### src/rtl/rxrst_pkg.sv
package rxrst_pkg;

  typedef enum logic [2:0] {
    ST_IDLE   = 3'd0,
    ST_LTR    = 3'd1,
    ST_DATA   = 3'd2,
    ST_LTD    = 3'd3,
    ST_SETTLE = 3'd4,
    ST_READY  = 3'd5
  } seqState_t;

  // control -> datapath
  typedef struct packed {
    logic cntClr;
    logic cntInc;
  } dpStrobe_t;

  // datapath -> control
  typedef struct packed {
    logic allLow;
    logic allHigh;
    logic qualOk;
    logic linkFault;
    logic detDone;
    logic settleDone;
    logic waitExpired;
  } dpFlags_t;

  function automatic int ceilDiv(input int num, input int den);
    return (num + den - 1) / den;
  endfunction

  function automatic int maxOf3(input int a, input int b, input int c);
    int m;
    m = (a > b) ? a : b;
    return (m > c) ? m : c;
  endfunction

endpackage

### src/rtl/rxrst_dp.sv
module rxrst_dp
  import rxrst_pkg::*;
#(
  parameter int LANES       = 4,
  parameter int DET_CYCLES  = 65536,
  parameter int SETTLE_CYC  = 500,
  parameter int TIMEOUT_CYC = 262144,
  parameter bit USE_SIGDET  = 1'b1
) (
  input  logic             clk,
  input  logic             rstN,
  input  logic [LANES-1:0] lockVec,
  input  logic             sigDet,
  input  logic             dataOk,
  input  dpStrobe_t        strobe,
  output dpFlags_t         flags
);

  localparam int DET_LIMIT = USE_SIGDET ? DET_CYCLES : 1;
  localparam int CNT_MAX   = maxOf3(DET_LIMIT, SETTLE_CYC, TIMEOUT_CYC);
  localparam int CNT_W     = $clog2(CNT_MAX + 1);
  localparam logic [CNT_W-1:0] DET_LAST     = CNT_W'(DET_LIMIT - 1);
  localparam logic [CNT_W-1:0] SETTLE_LAST  = CNT_W'(SETTLE_CYC - 1);
  localparam logic [CNT_W-1:0] TIMEOUT_LAST = CNT_W'(TIMEOUT_CYC - 1);

  logic [LANES-1:0] lockMeta, lockSync;
  logic             sigMeta, sigSync;
  logic [CNT_W-1:0] cnt;
  logic             sigOk;

  // two-stage synchronisers
  always_ff @(posedge clk or negedge rstN) begin
    if (!rstN) begin
      lockMeta <= '0;
      lockSync <= '0;
      sigMeta  <= 1'b0;
      sigSync  <= 1'b0;
    end else begin
      lockMeta <= lockVec;
      lockSync <= lockMeta;
      sigMeta  <= sigDet;
      sigSync  <= sigMeta;
    end
  end

  // shared interval counter
  always_ff @(posedge clk or negedge rstN) begin
    if (!rstN)              cnt <= '0;
    else if (strobe.cntClr) cnt <= '0;
    else if (strobe.cntInc) cnt <= cnt + 1'b1;
  end

  generate
    if (USE_SIGDET) begin : g_sigdet
      assign sigOk = sigSync;
    end else begin : g_nosigdet
      logic unusedSig;
      assign unusedSig = sigSync;
      assign sigOk     = 1'b1;
    end
  endgenerate

  always_comb begin
    flags.allLow      = (lockSync == '0);
    flags.allHigh     = &lockSync;
    flags.qualOk      = dataOk && sigOk;
    flags.linkFault   = !(&lockSync) || !sigOk;
    flags.detDone     = (cnt == DET_LAST);
    flags.settleDone  = (cnt == SETTLE_LAST);
    flags.waitExpired = (cnt == TIMEOUT_LAST);
  end

endmodule

### src/rtl/rxrst_ctrl.sv
module rxrst_ctrl
  import rxrst_pkg::*;
(
  input  logic      clk,
  input  logic      rstN,
  input  logic      startReq,
  input  dpFlags_t  flags,
  output dpStrobe_t strobe,
  output logic      analogRst,
  output logic      digitalRst,
  output logic      ready
);

  seqState_t state, stateNxt;

  always_ff @(posedge clk or negedge rstN) begin
    if (!rstN) state <= ST_IDLE;
    else       state <= stateNxt;
  end

  always_comb begin
    stateNxt      = state;
    strobe.cntClr = 1'b0;
    strobe.cntInc = 1'b0;
    if (startReq) begin
      stateNxt      = ST_LTR;
      strobe.cntClr = 1'b1;
    end else begin
      unique case (state)
        ST_IDLE: ;
        ST_LTR: begin
          if (flags.allLow) begin
            stateNxt      = ST_DATA;
            strobe.cntClr = 1'b1;
          end else if (flags.waitExpired) begin
            stateNxt      = ST_LTR;
            strobe.cntClr = 1'b1;
          end else begin
            strobe.cntInc = 1'b1;
          end
        end
        ST_DATA: begin
          if (!flags.qualOk) begin
            strobe.cntClr = 1'b1;
          end else if (flags.detDone) begin
            stateNxt      = ST_LTD;
            strobe.cntClr = 1'b1;
          end else begin
            strobe.cntInc = 1'b1;
          end
        end
        ST_LTD: begin
          if (flags.allHigh) begin
            stateNxt      = ST_SETTLE;
            strobe.cntClr = 1'b1;
          end else if (flags.waitExpired) begin
            stateNxt      = ST_LTR;
            strobe.cntClr = 1'b1;
          end else begin
            strobe.cntInc = 1'b1;
          end
        end
        ST_SETTLE: begin
          if (flags.linkFault) begin
            stateNxt      = ST_LTR;
            strobe.cntClr = 1'b1;
          end else if (flags.settleDone) begin
            stateNxt      = ST_READY;
            strobe.cntClr = 1'b1;
          end else begin
            strobe.cntInc = 1'b1;
          end
        end
        ST_READY: begin
          if (flags.linkFault) begin
            stateNxt      = ST_LTR;
            strobe.cntClr = 1'b1;
          end
        end
        default: begin
          stateNxt      = ST_IDLE;
          strobe.cntClr = 1'b1;
        end
      endcase
    end
  end

  always_comb begin
    analogRst  = (state == ST_IDLE) || (state == ST_LTR) || (state == ST_DATA);
    digitalRst = (state != ST_READY);
    ready      = (state == ST_READY);
  end

endmodule

### src/rtl/rxrst_seq.sv
module rxrst_seq
  import rxrst_pkg::*;
#(
  parameter int LANES       = 4,
  parameter int DET_CYCLES  = 65536,
  parameter int CLK_MHZ     = 125,
  parameter int SETTLE_NS   = 4000,
  parameter int TIMEOUT_CYC = 262144,
  parameter bit USE_SIGDET  = 1'b1
) (
  input  logic             clk,
  input  logic             rstN,
  input  logic             startReq,
  input  logic [LANES-1:0] lockVec,
  input  logic             sigDet,
  input  logic             dataOk,
  output logic             analogRst,
  output logic             digitalRst,
  output logic             ready
);

  localparam int SETTLE_RAW = ceilDiv(SETTLE_NS * CLK_MHZ, 1000);
  localparam int SETTLE_CYC = (SETTLE_RAW < 1) ? 1 : SETTLE_RAW;

  dpStrobe_t strobe;
  dpFlags_t  flags;

  rxrst_dp #(
    .LANES(LANES), .DET_CYCLES(DET_CYCLES), .SETTLE_CYC(SETTLE_CYC),
    .TIMEOUT_CYC(TIMEOUT_CYC), .USE_SIGDET(USE_SIGDET)
  ) u_dp (
    .clk(clk), .rstN(rstN), .lockVec(lockVec), .sigDet(sigDet),
    .dataOk(dataOk), .strobe(strobe), .flags(flags)
  );

  rxrst_ctrl u_ctrl (
    .clk(clk), .rstN(rstN), .startReq(startReq), .flags(flags),
    .strobe(strobe), .analogRst(analogRst), .digitalRst(digitalRst),
    .ready(ready)
  );

endmodule

### config.mk
export PLATFORM = sky130hd
export DESIGN_NAME = rxrst_seq
export DESIGN_NICKNAME = d
export VERILOG_FILES = /design/src/rtl/rxrst_pkg.sv /design/src/rtl/rxrst_dp.sv /design/src/rtl/rxrst_ctrl.sv /design/src/rtl/rxrst_seq.sv
export SDC_FILE = /design/constraint.sdc
export NUM_CORES = 1
export LEC_CHECK = 0
export BUFFER_PORTS_ARGS = -buffer_cell sky130_fd_sc_hd__buf_4
export CAP_MARGIN = 20
export CORE_UTILIZATION = 45
export CTS_CLUSTER_DIAMETER = 50
export DETAILED_ROUTE_END_ITERATION = 12
export GPL_ROUTABILITY_DRIVEN = 0
export PLACE_DENSITY = 0.6
export REMOVE_ABC_BUFFERS = 1
export SLEW_MARGIN = 10
export SYNTH_ARGS = -nofsm -noshare
export SYNTH_HDL_FRONTEND = slang
export SYNTH_SLANG_ARGS = --single-unit
### constraint.sdc
create_clock -name clk -period 3.5 [get_ports clk]
set_input_delay 0.7 -clock clk [delete_from_list [all_inputs] [get_ports clk]]
set_output_delay 0.7 -clock clk [all_outputs]
set_load 0.005 [all_outputs]
---- Word-level counts from Yosys, hierarchy flattened ----
Cells that the tools add are included.
storage, ports and cells
  flip-flop bits (word level) ............. 32
  input bits .............................. 9
  logic and storage cells ................. 63
operators by class
  $add $sub $neg .......................... 1
  equal/unequal tests ..................... 14
  multiplexer cells ....................... 31
  reductions and logical operators ........ 11
operators with widths
  cell                                                                     count
  19-bit two-way mux                                                       2
  3-bit two-way mux                                                        9
  19-bit by 1-bit adder with 19-bit output, second input constant          1
  19-bit by 16-bit equality test with 1-bit output, second input constant  1
  19-bit by 18-bit equality test with 1-bit output, second input constant  1
  19-bit by 9-bit equality test with 1-bit output, second input constant   1
  3-bit case mux with 6 select lines                                       1
  1-bit two-way mux                                                        17
  3-bit by 2-bit equality test with 1-bit output, second input constant    2
  3-bit equality test, second input constant                               2
  3-bit by 2-bit != test with 1-bit output, second input constant          2
  3-bit != test, second input constant                                     2
  1-bit case mux with 6 select lines                                       1
  5-bit AND reduction                                                      1
  4-bit logical NOT                                                        1
  4-bit != test, second input constant                                     1
  1-bit case mux with 4 select lines                                       1
  4-bit AND reduction                                                      1
  3-bit by 1-bit equality test with 1-bit output, second input constant    1
  3-bit logical NOT                                                        1
  1-bit logical OR                                                         3
  1-bit logical NOT                                                        2
  2-bit != test, second input constant                                     1
  2-bit nonzero test                                                       1
  1-bit logical AND                                                        1

---- Longest topological paths before layout ----
Gate-level depths: netlist of the first run.
  depth after elaboration ................. 8
  gate-level depth with buffers ........... 9

---- Modules after synthesis ----
From an unflattened synthesis of the first run, not the netlist that was laid out.
unflattened totals
  cell total of the unflattened synthesis .. 172
  area, all modules ....................... 1675.4 µm²
by module, submodules not included
  module      instances  cells an instance  area each (µm²)  seq. area each (µm²)
  rxrst_dp    1          124                1308.8           725.7
  rxrst_ctrl  1          48                 366.6            75.1

---- Least setup slack after synthesis of the first run ----
No wires, ideal clock.
  kind .................................... reg2reg
  from .................................... register u_dp.cnt[0]
  to ...................................... register u_dp.cnt[1]
  setup time .............................. 0.120 ns
  arrival time ............................ 2.123 ns
  path slack .............................. 1.256 ns
  stages on the path, launching flop included .. 10
  buffers on the path ..................... 2
  path through ............................ dfrtp_1 ha_1 nand3_1 or2_4 o41ai_4 and3_4 buf_6 buf_12 mux2i_1 nor2_2
between the ends
  longest elaborated chain between the ends .. 6
  elaborated cells between the ends (all ways) .. 25
ends and longest elaborated chain
  what                                                                                      RTL line          RTL
  start, declared                                                                           rxrst_dp.sv:28    logic [CNT_W-1:0] cnt;
  start signal, assigned                                                                    rxrst_dp.sv:50    else if (strobe.cntInc) cnt <= cnt + 1'b1;
  19-bit by 9-bit equality test with 1-bit output (tied with other cells)                   rxrst_dp.sv:69    flags.settleDone = (cnt == SETTLE_LAST);
  1-bit two-way mux, on equally long branches (2 in series)                                 n/a
  1-bit case mux with 6 select lines or 1-bit case mux with 4 select lines (tied branches)  rxrst_ctrl.sv:29  unique case (state)
  1-bit two-way mux                                                                         rxrst_ctrl.sv:25  if (startReq) begin
  19-bit two-way mux or 2-bit nonzero test (tied branches)                                  n/a
Parallel ways exist; a longest one is shown, timed or not. The select of a mux whose other input is x is not followed.
A chain may end at the register's enable or synchronous reset.

---- Final worst setup path of the first run ----
  from .................................... register u_dp.cnt[16]
  to ...................................... register u_dp.cnt[1]
The elaborated chain is that of the path after synthesis.

==> flow_summary.ini, run 1 <==
[run_status]
outcome = finished clean

[sta]
finClkSkew_ns = 0.003718
slew_violations = 0
hold_viol_final = 0
rsz0062_at_grt = false
tns_ns = 0
timing.hold.ws_ns = 0.3397
min_period_ns = 2.565
worst_slew_pin_slew_ns = 0.6463
slew_headroom_pct = 56.58
fmax_mhz = 389.9
setup_violations = 0
fin_ws_ns = 0.9355
post-route-period-util_pct = 73.27

[clock_network]
hold_buffers = 0
cts_buffers = 5
insertion_delay_ns = 0.28
clkSinkCount = 32
tritoncts = done
cts_buffer_depth = 2
cts_setup_buffers = 0
clk_pin_slew_ns = 0.07
htreeDepth = 2
post_cts_resized = 0
cts-root-buf = clkbuf_8

[critical_path]
required_ns = 3.65
critPathKind = reg -> reg
cp_max_fo = 22
regToRegStartpoint = u_dp.cnt[16]$_DFFE_PN0P_
r2r-end = u_dp.cnt[1]$_DFFE_PN0P_
worstPathArrival_ns = 2.71
ff2ff_path_depth = 6
cp-end-kind = flip-flop
r2r_setup_slack_ns = 0.94
worst_setup_path_start_kind = flip-flop

[routing]
routed_wl_mm = 3.816
drtAntennaViolNets = 0
drt_first_pass_iters = 5
drc = 0
drt_iter0_drc = 122
routed_via_density = 6.024
wl_per_cell_um = 15.51
num_vias = 1482

[die]
die_y_um = 65.91
dieArea_um2 = 4344
fp.coreArea_um2 = 3799
pin_count = 12
fp.dieW_um = 65.91
rows = 22
start_util_pct = 48.39

[power]
p_leak_nw = 0.7873
clkPwrFrac_pct = 36.5
power_w = 0.0007822
power_frac_seq_pct = 51.5
combinationalPowerShare_pct = 12.0
ir_drop_mv = 0.2425
switchingPower_w = 0.0002199
p_int_w = 0.0005623
power_density_nw_per_um2 = 387.3
switching_share_pct = 28.11

[finish]
syn_to_final_growth_pct = 9.871
drive_above_1_share_pct = 15.66
n_fill_cell = 331
layoutNonFillerInstCount = 246
diodes = 0
nNetsFinal = 210
mostFrequentLayoutCells = dfrtp_1, a21oi_1, nand3_1, nand2_1, buf_4
final_common_cell = dfrtp_1

[synthesis]
ys_seq_elements = 32
synth_cells = 185
synth_area_um2 = 1838
synthFlopType = dfrtp_1
yosysWarnings = 0
ys_seq_area_share_pct = 43.57
synth_edf_count = 0
ys_types = 52
syn_avg_cell_area_um2 = 9.935
ys_async_sr_fraction_pct = 100.0

[placed_design]
dp_hpwl_mm = 2.770
dpl.cell_count = 238
place_ws_ns = 0.9160
io_buffers = 11

[job]
cap_viol_max_count = 0

[grt]
grt-ovfl-total = 0
grtUsageTotal_pct = 19.89
antenna_found_initial = 0
grt_pass1_vias = 1361
grt_start_max_net_pins = 33
grt_first_pass_wirelength_mm = 6.479

[hold_path]
hold_class = in -> async
-- power groups by stage --
stage                     logic [W]  registers [W]  clock network (W)
after floorplan           0.0000632       0.000405                  0
after global placement    0.0000912       0.000408                  0
after detailed placement  0.0000939       0.000409                  0
after CTS                 0.0000952       0.000402           0.000294
after global routing       0.000104       0.000405           0.000313
final                     0.0000941       0.000403           0.000285
-- cell families (layout without fill, tap and decap cells) --
| group | count (synthesis) | count (layout) | synth area share [%] |
|---|---|---|---|
| AO/OA/AOI/OAI | 46 | 46 | 18.45 |
| XOR/XNOR | 4 | 4 | 1.906 |
| adder cells (fa/ha/maj) | 4 | 4 | 2.723 |
| buffers and inverters | 12 | 25 | 4.152 |
| flip-flops | 32 | 32 | 43.57 |
| multiplexers | 4 | 4 | 2.178 |
| AND/OR/NAND/NOR | 83 | 83 | 27.03 |
-- synthesized netlist by cell type (2+ instances only) --
cell type / n / share of area (%)
nor2_1: 9 / 1.8
o21ai_0: 2 / 0.54
mux2i_1: 4 / 2.2
o21ai_1: 4 / 1.1
nand2_1: 12 / 2.5
nand2b_1: 4 / 1.4
o31ai_1: 5 / 2.0
or4_1: 7 / 2.9
and4_1: 2 / 0.95
inv_1: 6 / 1.2
nand3b_1: 3 / 1.2
ha_1: 4 / 2.7
nor2b_1: 2 / 0.68
or3_1: 8 / 2.7
nor3_1: 4 / 1.1
a21oi_1: 13 / 3.5
and2_1: 4 / 1.4
o211ai_1: 2 / 0.82
buf_2: 3 / 0.82
a31oi_1: 4 / 1.4
xnor2_1: 3 / 1.4
dfrtp_1: 32 / 44
nor4_1: 3 / 1.0
a21oi_2: 2 / 0.95
nand3_1: 12 / 3.3
nand4_1: 5 / 1.7
-- layer usage --
metal  vias to the layer above  part of all wire [%]  global-route usage, %  wire, um
li1                        733                     -                      -         -
met5                         -                     0                      0         0
met1                       710                    51                  29.37      1941
met2                        34                    44                  28.19      1696
met3                         5                   3.7                  5.172       143
met4                         0                  0.92                  5.707        35
-- how the worst max path moves through the flow --
stage                                   startpoint                  endpoint  slack, ns
final                     u_dp.cnt[16]$_DFFE_PN0P_   u_dp.cnt[1]$_DFFE_PN0P_       0.94
after global routing      u_dp.cnt[16]$_DFFE_PN0P_   u_dp.cnt[1]$_DFFE_PN0P_       0.80
after CTS                 u_dp.cnt[16]$_DFFE_PN0P_   u_dp.cnt[1]$_DFFE_PN0P_       0.99
after detailed placement                    dataOk  u_dp.cnt[16]$_DFFE_PN0P_       0.92
after global placement                      dataOk  u_dp.cnt[16]$_DFFE_PN0P_       0.92
after floorplan                             dataOk  u_dp.cnt[16]$_DFFE_PN0P_       1.19
-- area by class of cell --
class / count / area, um^2 / share of cell area [%]
Tap cell: 48 / 60.06 / 2.974
Multi-Input combinational cell: 141 / 960.9 / 47.58
Clock inverter: 3 / 23.77 / 1.177
Sequential cell: 32 / 800.8 / 39.65
Clock buffer: 5 / 68.82 / 3.408
Timing Repair Buffer: 11 / 82.58 / 4.089
Inverter: 6 / 22.52 / 1.115
-- registers in the layout (all words and copies together) (netlist names) --
register       count
u_ctrl.state       3
u_dp.lockMeta      4
u_dp.cnt          19
u_dp.sigOk         1
u_dp.sigMeta       1
u_dp.lockSync      4
-- critical path, stage by stage, from the launching register on --
cell and delay [ns]:
dfrtp_1 0.43, nor3_1 0.57, nand4_1 0.18, o211ai_1 0.48
and3_4 0.44, mux2i_1 0.27, nor2_2 0.05
-- through the flow --
step                instance area, um^2  utilization, %
finish                             2019           53.16
global route                       2019           53.16
CTS                                2019           53.16
detailed placement                 1927           50.72
global placement                   1927           50.72
floorplan                          1784               -
Note: power is estimated with default switching activity, not from simulation.
==> inputs of run 2 (changes only) <==
clock period = 2.6 ns   (was 3.5 ns; I/O delays follow)
==> flow_summary.ini, run 2 (synthesized netlist as in run 1, its figures left out) <==
[sta]
rsz0062_at_grt = false
tns_ns = 0
post-route-period-util_pct = 91.31
slew_headroom_pct = 56.05
worst_slew_pin_slew_ns = 0.6542
setup_violations = 0
hold_viol_final = 0
finClkSkew_ns = 0.009987
slew_violations = 0
min_period_ns = 2.374
fmax_mhz = 421.2

[grt]
antenna_found_initial = 0
met3_usage_pct = 5.172
grtUsageTotal_pct = 21.83
grt_start_max_net_pins = 33
top_usage_layer = met2
grt-ovfl-total = 0
grt_pass1_vias = 1527
met2_usage_pct = 34.06
grtUsageMet1_pct = 28.85
grt_first_pass_wirelength_mm = 7.107

[routing]
drtAntennaViolNets = 0
drt_iter0_drc = 130
routed_via_density = 6.063
drc = 0
drt_first_pass_iters = 4
wl_per_cell_um = 16.20
num_vias = 1534
routed_wl_mm = 4.098

[job]
cap_viol_max_count = 0

[clock_network]
cts_buffer_depth = 2
post_cts_resized = 0
cts-root-buf = clkbuf_8
clk_pin_slew_ns = 0.07
clkSinkCount = 32
hold_buffers = 0
htreeDepth = 2
cts_buffers = 5
insertion_delay_ns = 0.29
cts_setup_buffers = 0
tritoncts = done

[die]
fp.dieW_um = 65.91
pin_count = 12
fp.coreArea_um2 = 3799
rows = 22
start_util_pct = 48.39
dieArea_um2 = 4344
die_y_um = 65.91

[finish]
utilization_pct = 54.55
drive_above_1_share_pct = 18.54
largest-register = u_dp.cnt
top_regs = u_dp.cnt x19, u_dp.lockMeta x4, u_dp.lockSync x4
diodes = 0
nNetsFinal = 217
layoutNonFillerInstCount = 253
mostFrequentLayoutCells = dfrtp_1, buf_4, a21oi_1, nand3_1, nand2_1
final_common_cell = dfrtp_1
largest_reg_flops = 19
syn_to_final_growth_pct = 12.73

[power]
switching_share_pct = 26.79
clkPwrFrac_pct = 37.1
ir_drop_mv = 0.2386
p_int_w = 0.0007849
power_density_nw_per_um2 = 517.4
switchingPower_w = 0.0002872
p_leak_nw = 0.8298
power_frac_seq_pct = 50.2
combinationalPowerShare_pct = 12.7

[critical_path]
cp-startpoint = u_dp.cnt[0]$_DFFE_PN0P_
worstPathArrival_ns = 2.55
required_ns = 2.77
ff2ff_path_depth = 7
regToRegStartpoint = u_dp.cnt[0]$_DFFE_PN0P_
cp-end-kind = flip-flop
critPathKind = reg -> reg
worst_setup_path_start_kind = flip-flop
r2r_setup_slack_ns = 0.23
cp_max_fo = 22
r2r-end = u_dp.cnt[1]$_DFFE_PN0P_

[placed_design]
io_buffers = 11
dp_hpwl_mm = 2.875
dpl.cell_count = 245

[hold_path]
hold_class = in -> async

[run_status]
outcome = finished clean
-- run 2: cell count changes in the layout (fill, tap and decap cells not counted), sizes merged --
cell / change
clkinvlp: -2
clkbuf: +1
buf: +7
clkinv: +1
-- run 2: cell type report --
cell class / count / area [um^2]
Fill cell: 336 / 1727
Multi-Input combinational cell: 141 / 960.9
Sequential cell: 32 / 800.8
Timing Repair Buffer: 18 / 135.1
Clock buffer: 6 / 82.58
Tap cell: 48 / 60.06
Inverter: 6 / 22.52
Clock inverter: 2 / 10.01
-- run 2: worst max path at each step --
stage,slack [ns],end,cells past startpoint
after floorplan,0.40,u_dp.cnt[16]$_DFFE_PN0P_,6
after global placement,0.33,u_dp.cnt[1]$_DFFE_PN0P_,7
after detailed placement,0.26,u_dp.cnt[1]$_DFFE_PN0P_,7
after CTS,0.25,u_dp.cnt[1]$_DFFE_PN0P_,7
after global routing,0.07,u_dp.cnt[1]$_DFFE_PN0P_,7
final,0.23,u_dp.cnt[1]$_DFFE_PN0P_,7
-- run 2: power groups by stage --
stage / registers, W / clock network [W] / logic [W]
floorplan: 0.000545 / 0 / 0.0000850
global placement: 0.000546 / 0 / 0.000132
detailed placement: 0.000548 / 0 / 0.000134
CTS: 0.000538 / 0.000408 / 0.000137
global route: 0.000542 / 0.000430 / 0.000151
finish: 0.000539 / 0.000398 / 0.000136
-- run 2: metrics by stage --
step                      setup slack [ns]  total power, W  hold WS [ns]  area (um^2)
after floorplan                     0.3982       0.0006300        0.2244         1784
after global placement              0.3334       0.0006786        0.3330         1979
after detailed placement            0.2586       0.0006822        0.3371         1979
after CTS                           0.2484        0.001083        0.1685         2072
after global routing               0.07396        0.001123        0.1861         2072
final                               0.2260        0.001072        0.1513         2072
-- run 2: worst max-delay path: stages, from the launching register on --
cell     delay [ns]
dfrtp_1        0.40
ha_1           0.22
nand3_1        0.19
or2_4          0.31
o41ai_4        0.44
and3_4         0.40
mux2i_1        0.25
nor2_2         0.04
-- run 2: routing by layer --
metal  up-vias  part of all wire (%)
li1        742                     -
met1       749                    48
met2        36                    46
met3         7                   4.0
met4         0                   1.4
met5         -                     0
